==> src/rtl/hpel_pkg.sv <==
package hpel_pkg;

    localparam int PIX_BITS  = 8;
    localparam int ROW_LANES = 8;
    localparam int BLK_LINES = 8;

    typedef enum logic [1:0] {
        MODE_COPY    = 2'd0,
        MODE_HALF_X  = 2'd1,
        MODE_HALF_Y  = 2'd2,
        MODE_HALF_XY = 2'd3
    } pred_mode_e;

    // Modes that consume one extra reference row to prime the history.
    function automatic logic needs_prev_row(pred_mode_e m);
        return (m == MODE_HALF_Y) || (m == MODE_HALF_XY);
    endfunction

    // Bias added before halving a two-pixel sum.
    function automatic logic [0:0] bias_pair(logic rnd);
        return rnd ? 1'b0 : 1'b1;
    endfunction

    // Bias added before quartering a four-pixel sum.
    function automatic logic [1:0] bias_quad(logic rnd);
        return rnd ? 2'd1 : 2'd2;
    endfunction

endpackage

==> src/rtl/hpel_lane.sv <==
module hpel_lane
    import hpel_pkg::*;
#(
    parameter int PIX_W = PIX_BITS
) (
    input  pred_mode_e       mode,
    input  logic             rnd,
    input  logic [PIX_W-1:0] cur_a,
    input  logic [PIX_W-1:0] cur_b,
    input  logic [PIX_W:0]   hist,
    output logic [PIX_W-1:0] pix,
    output logic [PIX_W:0]   hist_next
);
    localparam int SUM_W = PIX_W + 1;

    logic [SUM_W-1:0] pair_sum;
    logic [SUM_W-1:0] hx_sum;
    logic [SUM_W-1:0] hy_sum;
    logic [SUM_W:0]   quad_sum;

    always_comb begin
        pair_sum  = {1'b0, cur_a} + {1'b0, cur_b};
        hx_sum    = pair_sum + SUM_W'(bias_pair(rnd));
        hy_sum    = {1'b0, hist[PIX_W-1:0]} + {1'b0, cur_a} + SUM_W'(bias_pair(rnd));
        quad_sum  = {1'b0, hist} + {1'b0, pair_sum} + (SUM_W+1)'(bias_quad(rnd));
        hist_next = (mode == MODE_HALF_XY) ? pair_sum : {1'b0, cur_a};
        unique case (mode)
            MODE_COPY:   pix = cur_a;
            MODE_HALF_X: pix = hx_sum[SUM_W-1:1];
            MODE_HALF_Y: pix = hy_sum[SUM_W-1:1];
            default:     pix = quad_sum[SUM_W:2];
        endcase
    end

endmodule

==> src/rtl/hpel_row_filter.sv <==
module hpel_row_filter
    import hpel_pkg::*;
#(
    parameter int PIX_W = PIX_BITS,
    parameter int LANES = ROW_LANES
) (
    input  pred_mode_e                   mode,
    input  logic                         rnd,
    input  logic [(LANES+1)*PIX_W-1:0]   ref_row,
    input  logic [LANES*(PIX_W+1)-1:0]   hist_q,
    output logic [LANES*PIX_W-1:0]       pred_row,
    output logic [LANES*(PIX_W+1)-1:0]   hist_d
);
    localparam int SUM_W = PIX_W + 1;

    for (genvar k = 0; k < LANES; k++) begin : g_lane
        hpel_lane #(.PIX_W(PIX_W)) i_lane (
            .mode      (mode),
            .rnd       (rnd),
            .cur_a     (ref_row[k*PIX_W +: PIX_W]),
            .cur_b     (ref_row[(k+1)*PIX_W +: PIX_W]),
            .hist      (hist_q[k*SUM_W +: SUM_W]),
            .pix       (pred_row[k*PIX_W +: PIX_W]),
            .hist_next (hist_d[k*SUM_W +: SUM_W])
        );
    end

endmodule

==> src/rtl/hpel_ctrl.sv <==
module hpel_ctrl
    import hpel_pkg::*;
#(
    parameter int LINES = BLK_LINES
) (
    input  logic       clk,
    input  logic       rst,
    input  logic       start,
    input  logic [1:0] mode_in,
    input  logic       rnd_in,
    input  logic       in_valid,
    input  logic       out_ready,
    output logic       in_ready,
    output logic       in_fire,
    output logic       produce,
    output logic       out_valid,
    output logic       done,
    output logic       busy,
    output pred_mode_e mode_q,
    output logic       rnd_q
);
    localparam int ICW = $clog2(LINES + 2);
    localparam int OCW = $clog2(LINES + 1);

    logic [ICW-1:0] in_cnt;
    logic [OCW-1:0] out_cnt;
    logic [ICW-1:0] need_rows;
    logic           prime;
    logic           out_fire;
    logic           last_out;

    always_comb begin
        need_rows = needs_prev_row(mode_q) ? ICW'(LINES + 1) : ICW'(LINES);
        in_ready  = busy && (in_cnt < need_rows) && (!out_valid || out_ready);
        in_fire   = in_valid && in_ready;
        prime     = in_fire && needs_prev_row(mode_q) && (in_cnt == '0);
        produce   = in_fire && !prime;
        out_fire  = out_valid && out_ready;
        last_out  = out_fire && (out_cnt == OCW'(LINES - 1));
    end

    always_ff @(posedge clk) begin
        if (rst) begin
            busy      <= 1'b0;
            done      <= 1'b0;
            out_valid <= 1'b0;
            in_cnt    <= '0;
            out_cnt   <= '0;
            mode_q    <= MODE_COPY;
            rnd_q     <= 1'b0;
        end else begin
            done <= last_out;
            if (!busy) begin
                if (start) begin
                    busy    <= 1'b1;
                    mode_q  <= pred_mode_e'(mode_in);
                    rnd_q   <= rnd_in;
                    in_cnt  <= '0;
                    out_cnt <= '0;
                end
            end else begin
                if (in_fire)
                    in_cnt <= in_cnt + 1'b1;
                if (out_fire)
                    out_cnt <= out_cnt + 1'b1;
                if (last_out)
                    busy <= 1'b0;
            end
            if (produce)
                out_valid <= 1'b1;
            else if (out_fire)
                out_valid <= 1'b0;
        end
    end

    // a single done pulse follows the final accepted row, block ends.
    p_done_pulse_r9: assert property (@(posedge clk) disable iff (rst)
        last_out |=> done && !busy);
    p_done_single_r9: assert property (@(posedge clk) disable iff (rst)
        done |=> !done);

    // captured mode and rounding never move inside a block.
    p_mode_hold_r7: assert property (@(posedge clk) disable iff (rst)
        busy && !last_out |=> $stable(mode_q) && $stable(rnd_q));

    // nothing is accepted or offered outside a block.
    p_idle_quiet_r10: assert property (@(posedge clk) disable iff (rst)
        !busy |-> !in_ready && !out_valid);

    // the accepted-row count never passes the mode's requirement.
    p_row_limit_r10: assert property (@(posedge clk) disable iff (rst)
        busy |-> in_cnt <= need_rows);

endmodule

==> src/rtl/hpel_predictor.sv <==
module hpel_predictor
    import hpel_pkg::*;
#(
    parameter int PIX_W = PIX_BITS,
    parameter int LANES = ROW_LANES,
    parameter int LINES = BLK_LINES
) (
    input  logic                       clk,
    input  logic                       rst,
    input  logic                       start,
    input  logic [1:0]                 mode,
    input  logic                       rnd,
    input  logic                       in_valid,
    output logic                       in_ready,
    input  logic [(LANES+1)*PIX_W-1:0] in_row,
    output logic                       out_valid,
    input  logic                       out_ready,
    output logic [LANES*PIX_W-1:0]     out_row,
    output logic                       done,
    output logic                       busy
);
    localparam int HIST_W = LANES * (PIX_W + 1);

    pred_mode_e                 mode_q;
    logic                       rnd_q;
    logic                       in_fire;
    logic                       produce;
    logic [HIST_W-1:0]          hist_q;
    logic [HIST_W-1:0]          hist_d;
    logic [LANES*PIX_W-1:0]     pred_row;
    logic [LANES*PIX_W-1:0]     out_row_q;

    hpel_ctrl #(.LINES(LINES)) i_ctrl (
        .clk       (clk),
        .rst       (rst),
        .start     (start),
        .mode_in   (mode),
        .rnd_in    (rnd),
        .in_valid  (in_valid),
        .out_ready (out_ready),
        .in_ready  (in_ready),
        .in_fire   (in_fire),
        .produce   (produce),
        .out_valid (out_valid),
        .done      (done),
        .busy      (busy),
        .mode_q    (mode_q),
        .rnd_q     (rnd_q)
    );

    hpel_row_filter #(.PIX_W(PIX_W), .LANES(LANES)) i_filter (
        .mode     (mode_q),
        .rnd      (rnd_q),
        .ref_row  (in_row),
        .hist_q   (hist_q),
        .pred_row (pred_row),
        .hist_d   (hist_d)
    );

    always_ff @(posedge clk) begin
        if (rst) begin
            hist_q    <= '0;
            out_row_q <= '0;
        end else begin
            if (in_fire)
                hist_q <= hist_d;
            if (produce)
                out_row_q <= pred_row;
        end
    end

    assign out_row = out_row_q;

    // a stalled output row is held unchanged.
    p_stall_hold_r8: assert property (@(posedge clk) disable iff (rst)
        out_valid && !out_ready |=> out_valid && $stable(out_row));

endmodule

==> config.mk <==
export PLATFORM = sky130hd
export DESIGN_NAME = hpel_predictor
export DESIGN_NICKNAME = d
export VERILOG_FILES = /design/src/rtl/hpel_pkg.sv /design/src/rtl/hpel_lane.sv /design/src/rtl/hpel_row_filter.sv /design/src/rtl/hpel_ctrl.sv /design/src/rtl/hpel_predictor.sv
export SDC_FILE = /design/constraint.sdc
export NUM_CORES = 1
export LEC_CHECK = 0
export ABC_CLOCK_PERIOD_IN_PS = 5600
export BUFFER_PORTS_ARGS = -buffer_cell sky130_fd_sc_hd__buf_4
export CORE_UTILIZATION = 57
export DETAILED_ROUTE_END_ITERATION = 12
export PLACE_DENSITY = 0.77
export SLEW_MARGIN = 25
export SYNTH_ARGS = -nofsm -noshare
export SYNTH_HDL_FRONTEND = slang
export SYNTH_SLANG_ARGS = --single-unit
==> constraint.sdc <==
create_clock -name clk -period 5.6 [get_ports clk]
set_input_delay 0.56 -clock clk [delete_from_list [all_inputs] [get_ports clk]]
set_output_delay 0.56 -clock clk [all_outputs]
set_load 0.005 [all_outputs]
-- Word-level counts from Yosys, hierarchy flattened
Index checks and enable logic that the tools add are counted.
- logic and storage cells: 115
- output and inout bits: 68
- input bits: 80
- register bits after elaboration: 150
- RAM bits: 0
- ROM bits: 0
- bits in latches: 0
- memories: 0
- reduce and logical (&&, ||, !) cells: 19
- order comparisons: 1
- multipliers: 0
- div/mod/pow operators: 0
- eq/ne operators: 6
- mux-type cells: 29
- add/sub/neg operators: 50
- shifts and indexed selects: 0
- bitwise gates (word level): 1
- operator list (kind ; count):
    $pmux 8 s3 ; 8
    $add 8x8->9 ; 16
    $add 9x1->9 ; 16
    $add 10x2->10 ; 8
    $add 9x9->10 ; 8
    $mux 9 ; 8
    $mux 4 ; 5
    $add 4x1->4 const B ; 2
    $logic_and 1x1->1 ; 8
    $mux 1 ; 7
    $reduce_and 2->1 ; 3
    $eq 2x2->1 const B ; 2
    $eq 4x3->1 const B ; 1
    $logic_not 4->1 ; 1
    $lt 4x4->1 ; 1
    $reduce_bool 2->1 ; 2
    $eq 2x1->1 const B ; 1
    $logic_not 1->1 ; 2
    $logic_not 2->1 ; 1
    $logic_or 1x1->1 ; 2
    $mux 2 ; 1
    $ne 2x1->1 const B ; 1
    $ne 2x2->1 const B ; 1
    $not 1->1 ; 1

-- Logic depth before layout (Yosys ltp)
- depth after elaboration: 12
- mapped depth: 16
- mapped depth without buffers: 16

-- Cells and area by module
Synthesis repeated with hierarchy kept, for this count alone.
- cells, all modules: 2015
- area total of the unflattened synthesis: 18002.3 um^2
- by module, submodules not included (module ; times used ; sequential area each (um^2) ; cells each ; area an instance (um^2)):
    hpel_predictor ; 1 ; 2722.6 ; 438 ; 4882.2
    hpel_lane at i_filter.g_lane[1].i_lane ... ; 3 ; 0.0 ; 202 ; 1615.3
    hpel_lane at i_filter.g_lane[4].i_lane ... ; 3 ; 0.0 ; 175 ; 1515.2
    hpel_lane at i_filter.g_lane[0].i_lane ; 1 ; 0.0 ; 187 ; 1547.7
    hpel_lane at i_filter.g_lane[7].i_lane ; 1 ; 0.0 ; 180 ; 1483.9
    hpel_ctrl ; 1 ; 280.3 ; 79 ; 696.9

-- Worst setup path after synthesis
No wires, ideal clock.
- kind: input-to-reg
- start: input port in_row[32]
- end: register out_row_q[39], in the netlist out_row[39]
- arrival: 3.626 ns
- setup time: 0.120 ns
- data required time: 5.480 ns
- path slack: 1.854 ns
- buffers on the path: 0
- cell stages on the path: 13
- cells stage by stage: ha_1 fa_1 inv_1 fa_1 nor2_1 fa_1 a21o_1 a21oi_1 o21ai_0 a31oi_1 xnor2_1 a211o_1 a211o_1
- longest elaborated chain between the ends: 4
- elaborated cells between the ends (all ways): 7
- classes of those cells: add/sub: 6; mux: 1
- ends and longest elaborated chain (item ; RTL line ; source):
    start, declared ; hpel_predictor.sv:15 ; input logic [(LANES+1)*PIX_W-1:0] in_row,
    $add 8x8->9 ; hpel_lane.sv:22 ; pair_sum = {1'b0, cur_a} + {1'b0, cur_b};
    $add 9x9->10 ; hpel_lane.sv:25 ; quad_sum = {1'b0, hist} + {1'b0, pair_sum} + (SUM_W+1)'(bias_quad(rnd));
    $add 10x2->10 ; hpel_lane.sv:25 ;
    $pmux 8 s3 (*) ; hpel_lane.sv:27 ; unique case (mode)
    end signal, assigned ; hpel_predictor.sv:68 ; out_row_q <= pred_row;
    end, declared ; hpel_predictor.sv:31 ; logic [LANES*PIX_W-1:0] out_row_q;
Every way passes the cells marked *; elsewhere a longest branch is shown, timed or not.
A chain may end at the register's enable or synchronous reset.

-- Final worst setup path
- start: input port in_row[16]
- end: register out_row_q[23], in the netlist out_row[23]
The elaborated chain is that of the path after synthesis.

==> results by stage <==
Worst setup path:
- The most numerous cell on the critical path is ha_1.
- The slowest library cell on the worst path is or4_1.
- The launching element type of the critical path is an input pin.
- The setup path with the least slack is of type in -> reg.
- At the worst endpoint, the arrival time is just over 4000 ps.
- The delay contributed by the slowest stage of the critical path is around 420 ps.
- The critical path data required time is between 5000 and 6000 ps.
- The maximum fanout encountered on the critical timing path is 5.
- The length in cells of the worst reg-to-reg path is 8.
- Traced cell by cell, the critical path runs through buf_4 -> ha_1 -> fa_1 -> a21o_1 -> a22o_1 -> or4_1 -> o311ai_2 -> inv_1 -> ha_1 -> ha_1 -> or3_1 -> a211oi_1 -> nor4_1 -> o31ai_1 -> o211ai_1.
- The family of cells with the greatest summed delay on the critical path is compound AO/OA/AOI/OAI gates.
- The worst setup path is captured at a flip-flop.
- The worst reg2reg path endpoint is out_row[15].
- For flop-to-flop paths, the worst setup slack is about 1900 ps.
- The number of buffers and inverters on the critical path is 2.
- The reg-to-reg critical path startpoint is i_ctrl.mode_q[1].

Run:
- The number of violations of the max-capacitance limit is 0.

STA:
- Counting I/O delays and the setup requirement, the final critical path takes ~3800 ps.
- For the pin with the worst max-slew slack, the measured transition is between 1000 and 1500 ps.
- The total count of max-transition violations in the final report is 0.
- Across all hold checks on the routed design, the worst slack comes to roughly 370 ps.
- Setup repair after global routing left no endpoint under its margin.
- Setup violations remaining at the end of the flow were counted as 0.
- Derived from the worst setup path, the maximum achievable clock frequency is ~260 MHz.
- The post-layout worst setup margin is 1780 ps.
- The final hold violation count came to 0.
- Measured against its own limit, the worst slew margin works out to between 30% and 40%.
- The final sum of negative setup slack is 0 ps.
- The clock arrives with 16.9 ps of skew.
- The part of the cycle the worst path needs is 68.2%.

Clocking:
- In this run, post-CTS hold repair placed 0 buffers.
- The deepest clock path buffer count is 2.
- Gates resized during post-CTS repair numbered 0.
- The H-tree was split into 4 levels.
- Clock tree synthesis found a total of 150 sinks.
- The TritonCTS clock tree is done.
- The source-to-sink clock delay at the later pin of the worst-skew pair is about 450 ps.
- Clock-pin slew was measured on the worst setup and hold paths at roughly 60 ps.
- The post-CTS setup-driven buffer insertion count is 0.
- The number of clock buffers added by TritonCTS is 17.
- The root buffer cell is clkbuf_16.

Hold path:
- The worst hold path was traced through 3 stages.
- The start point of the worst min-delay path is mode[0].
- The class of the tightest hold or removal check is in -> reg.
- The sink of the worst hold path is i_ctrl.mode_q[0].

Synthesis:
- The share of flip-flops with an asynchronous set or reset after synthesis is 0%.
- The count of unique library cells instantiated by Yosys is between 80 and 90.
- After synthesis, the cell types taking the most area are ha_1, dfxtp_1, nor2_1.
- The number of register bits inferred by synthesis is 150.
- The number of nets in the synthesized netlist is around 2,500.
- For this run, the number of Yosys warnings is 0.
- The leading area contributor after synthesis is ha_1.
- The count of flip-flops with a built-in enable after synthesis is 0.
- Sequential cells were found to cover between 10% and 20% of the synthesized design area.
- After synthesis, the mean cell area works out to between 8 and 9 µm².
- The cell count after synthesis is between 2,000 and 2,500.
- The synthesized netlist occupies a cell area of approximately 17,000 µm².
- The top cell type by area accounts for a little under a fifth of the synthesized area.
- The prevailing post-synth register cell is dfxtp_1.

Final layout:
- The number of inserted filler cells in the final layout is ~2,500.
- The post-layout net count is 2,580.
- The repair_antennas step left the layout with diodes totalling 0.
- In the final layout, the share of cells above drive strength 1 is between 10% and 20%.
- The post-synthesis to final-layout area growth is 11.6%.

Routing:
- The detailed-route vias per instance is between 6 and 7.
- The detailed-route wire length is 52.8 mm.
- Once detail routing completed, the nets flagged for antenna violations numbered 0.
- The average wire per standard cell is approximately 20 µm.
- The DRC marker count from the first detailed-route iteration is 1,218.
- The number of remaining DRC errors is 0.
- The number of search-and-repair iterations in the first detailed-routing pass is 7.
- The via total after detailed routing is around 17,000.

Floorplanning:
- Measured along the y axis, the die boundary spans between 150 and 200 µm.
- The floorplan has 62 rows.
- Once the floorplan was initialized, standard cells occupied approximately three fifths of the core.
- From left edge to right edge, the die measures around 170 µm.
- The overall die area is 30,600 µm².
- The placeable core region is slightly below 30,000 µm².
- The number of top-level pins is around 150.

Global routing:
- The number of antenna violations at the first check in global routing is 0.
- The maximum number of pins on one net before global-route repair is 81.
- The total global routing overflow is 0.
- The overall routing resource usage is about a third.
- The number of global-route vias before repair is 16,300.
- The first global-routing pass estimated 83.4 mm of wire.

Place:
- After legalization and detailed placement, the total HPWL measured approximately 38 mm.
- The number of port buffers is between 100 and 150.
- The global placement routability congestion is between 0.9 and 1.
- The setup slack at placement is between 1000 and 1500 ps.

Pwr:
- The maximum ir drop on the vdd rail is 215 µV.
- The power per unit of standard cell area is approximately 230 nW/µm².
- The static leakage power is 8.36 nW.

Status:
- The flow ran to the end, and the final reports show no timing, DRC or antenna violations.
==> stage by stage <==
stage               std cells  cell area (µm²)  total power (W)  utilization, %
floorplan                2123            17000          0.00263               -
global placement         2584            18400          0.00307            63.4
detailed placement       2584            18400          0.00313            63.4
CTS                      2616            19000          0.00436            65.5
global route             2616            19000          0.00464            65.5
finish                   2616            19000          0.00439            65.5
==> cell usage in the layout, fill, tap and decap left out, types with 13 or more instances in the layout <==
master / synthesis / routed
ha_1: 249 / 249
nor2_1: 237 / 235
nand2_1: 227 / 225
a21oi_1: 173 / 173
buf_4: 3 / 160
dfxtp_1: 150 / 147
o21ai_0: 124 / 124
xnor2_1: 91 / 91
inv_1: 69 / 69
xor2_1: 65 / 65
a21o_1: 47 / 47
a311oi_1: 47 / 47
a211oi_1: 43 / 43
nor3_1: 40 / 40
fa_1: 32 / 32
nor2b_1: 31 / 31
o21a_1: 29 / 29
nand3_1: 28 / 28
mux4_2: 25 / 25
o211ai_1: 22 / 22
and3_1: 22 / 22
and2_1: 21 / 20
a211o_1: 17 / 17
nand2b_1: 17 / 17
a221oi_1: 17 / 17
clkbuf_16: 0 / 17
or2_2: 16 / 16
nand4_1: 13 / 13
a31oi_1: 13 / 13
==> kinds of logic after synthesis <==
| group | share of synthesized area [%] |
|---|---|
| multiplexers | 4.03 |
| AND/OR/NAND/NOR | 19.2 |
| XOR/XNOR | 8.03 |
| adder cells (fa/ha/maj) | 22.1 |
| buffers and inverters | 3.75 |
| flip-flops | 17.6 |
| AO/OA/AOI/OAI | 25.3 |
==> layer usage <==
layer	vias up	wire (µm)	track usage, %
met4	0	1760	14.5
met3	143	4180	5.94
met5	-	0	0
li1	8035	-	-
met2	740	24300	56.5
met1	7980	22500	43.7
==> Yosys cell counts (9+ instances only) <==
library cell / instances
inv_1: 69
nand3_1: 28
nand2_1: 227
a22oi_1: 12
and3_1: 22
mux4_2: 25
clkbuf_1: 49
buf_2: 11
buf_1: 18
a311oi_1: 47
ha_1: 249
o21a_1: 29
nor2b_1: 31
a21oi_1: 173
a21o_1: 47
nor3_1: 40
a31oi_1: 13
fa_1: 32
o21bai_1: 9
and2_1: 21
nand2b_1: 17
a211oi_1: 43
mux2i_1: 10
xnor2_1: 91
a211o_1: 17
xor2_1: 65
o211ai_1: 22
o31a_1: 12
a221oi_1: 17
dfxtp_1: 150
o21ai_0: 124
o31ai_1: 12
or2_2: 16
nor2_1: 237
nand4_1: 13
==> worst register-to-register path: stages (launching register included) <==
cell	delay, ps
dfxtp_2	780
nor4b_4	360
o2111a_4	440
and2_2	720
buf_4	530
o21ai_0	240
nor4b_1	340
mux2i_1	130
o21ai_0	80
==> worst max-delay path by stage <==
stage | from | endpoint | slack, ps | cells after the start
after CTS | in_row[16] | out_row[23] | 1830 | 16
after global routing | in_row[32] | out_row[39] | 1560 | 13
final | in_row[16] | out_row[23] | 1780 | 15
after detailed placement | in_row[16] | out_row[23] | 1390 | 16
after global placement | in_row[32] | out_row[39] | 1510 | 15
after floorplan | in_row[32] | out_row[39] | 1850 | 13
==> power by group <==
group          total, W  switching, W  internal, W
Sequential      0.00119     0.0000682      0.00113
Clock           0.00122      0.000539     0.000685
Combinational   0.00197       0.00112     0.000851
==> sequential cells by signal, summed over array words and instances, names as in the netlist <==
| signal | count |
|---|---|
| i_ctrl.done | 1 |
| hist_q | 72 |
| i_ctrl.in_cnt | 4 |
| i_ctrl.busy | 1 |
| i_ctrl.out_cnt | 4 |
| out_row | 64 |
| i_ctrl.mode_q | 2 |
| i_ctrl.rnd_q | 1 |
| i_ctrl.out_valid | 1 |
==> area by class of cell <==
class | instances | area [µm²] | area share (%)
Timing Repair Buffer | 162 | 1240 | 6.53
Clock buffer | 19 | 453 | 2.38
Sequential cell | 150 | 3010 | 15.8
Tap cell | 384 | 480 | 2.53
Inverter | 72 | 270 | 1.42
Multi-Input combinational cell | 1816 | 13400 | 70.5
Clock inverter | 13 | 145 | 0.764
Note: power is estimated with default switching activity, not from simulation.
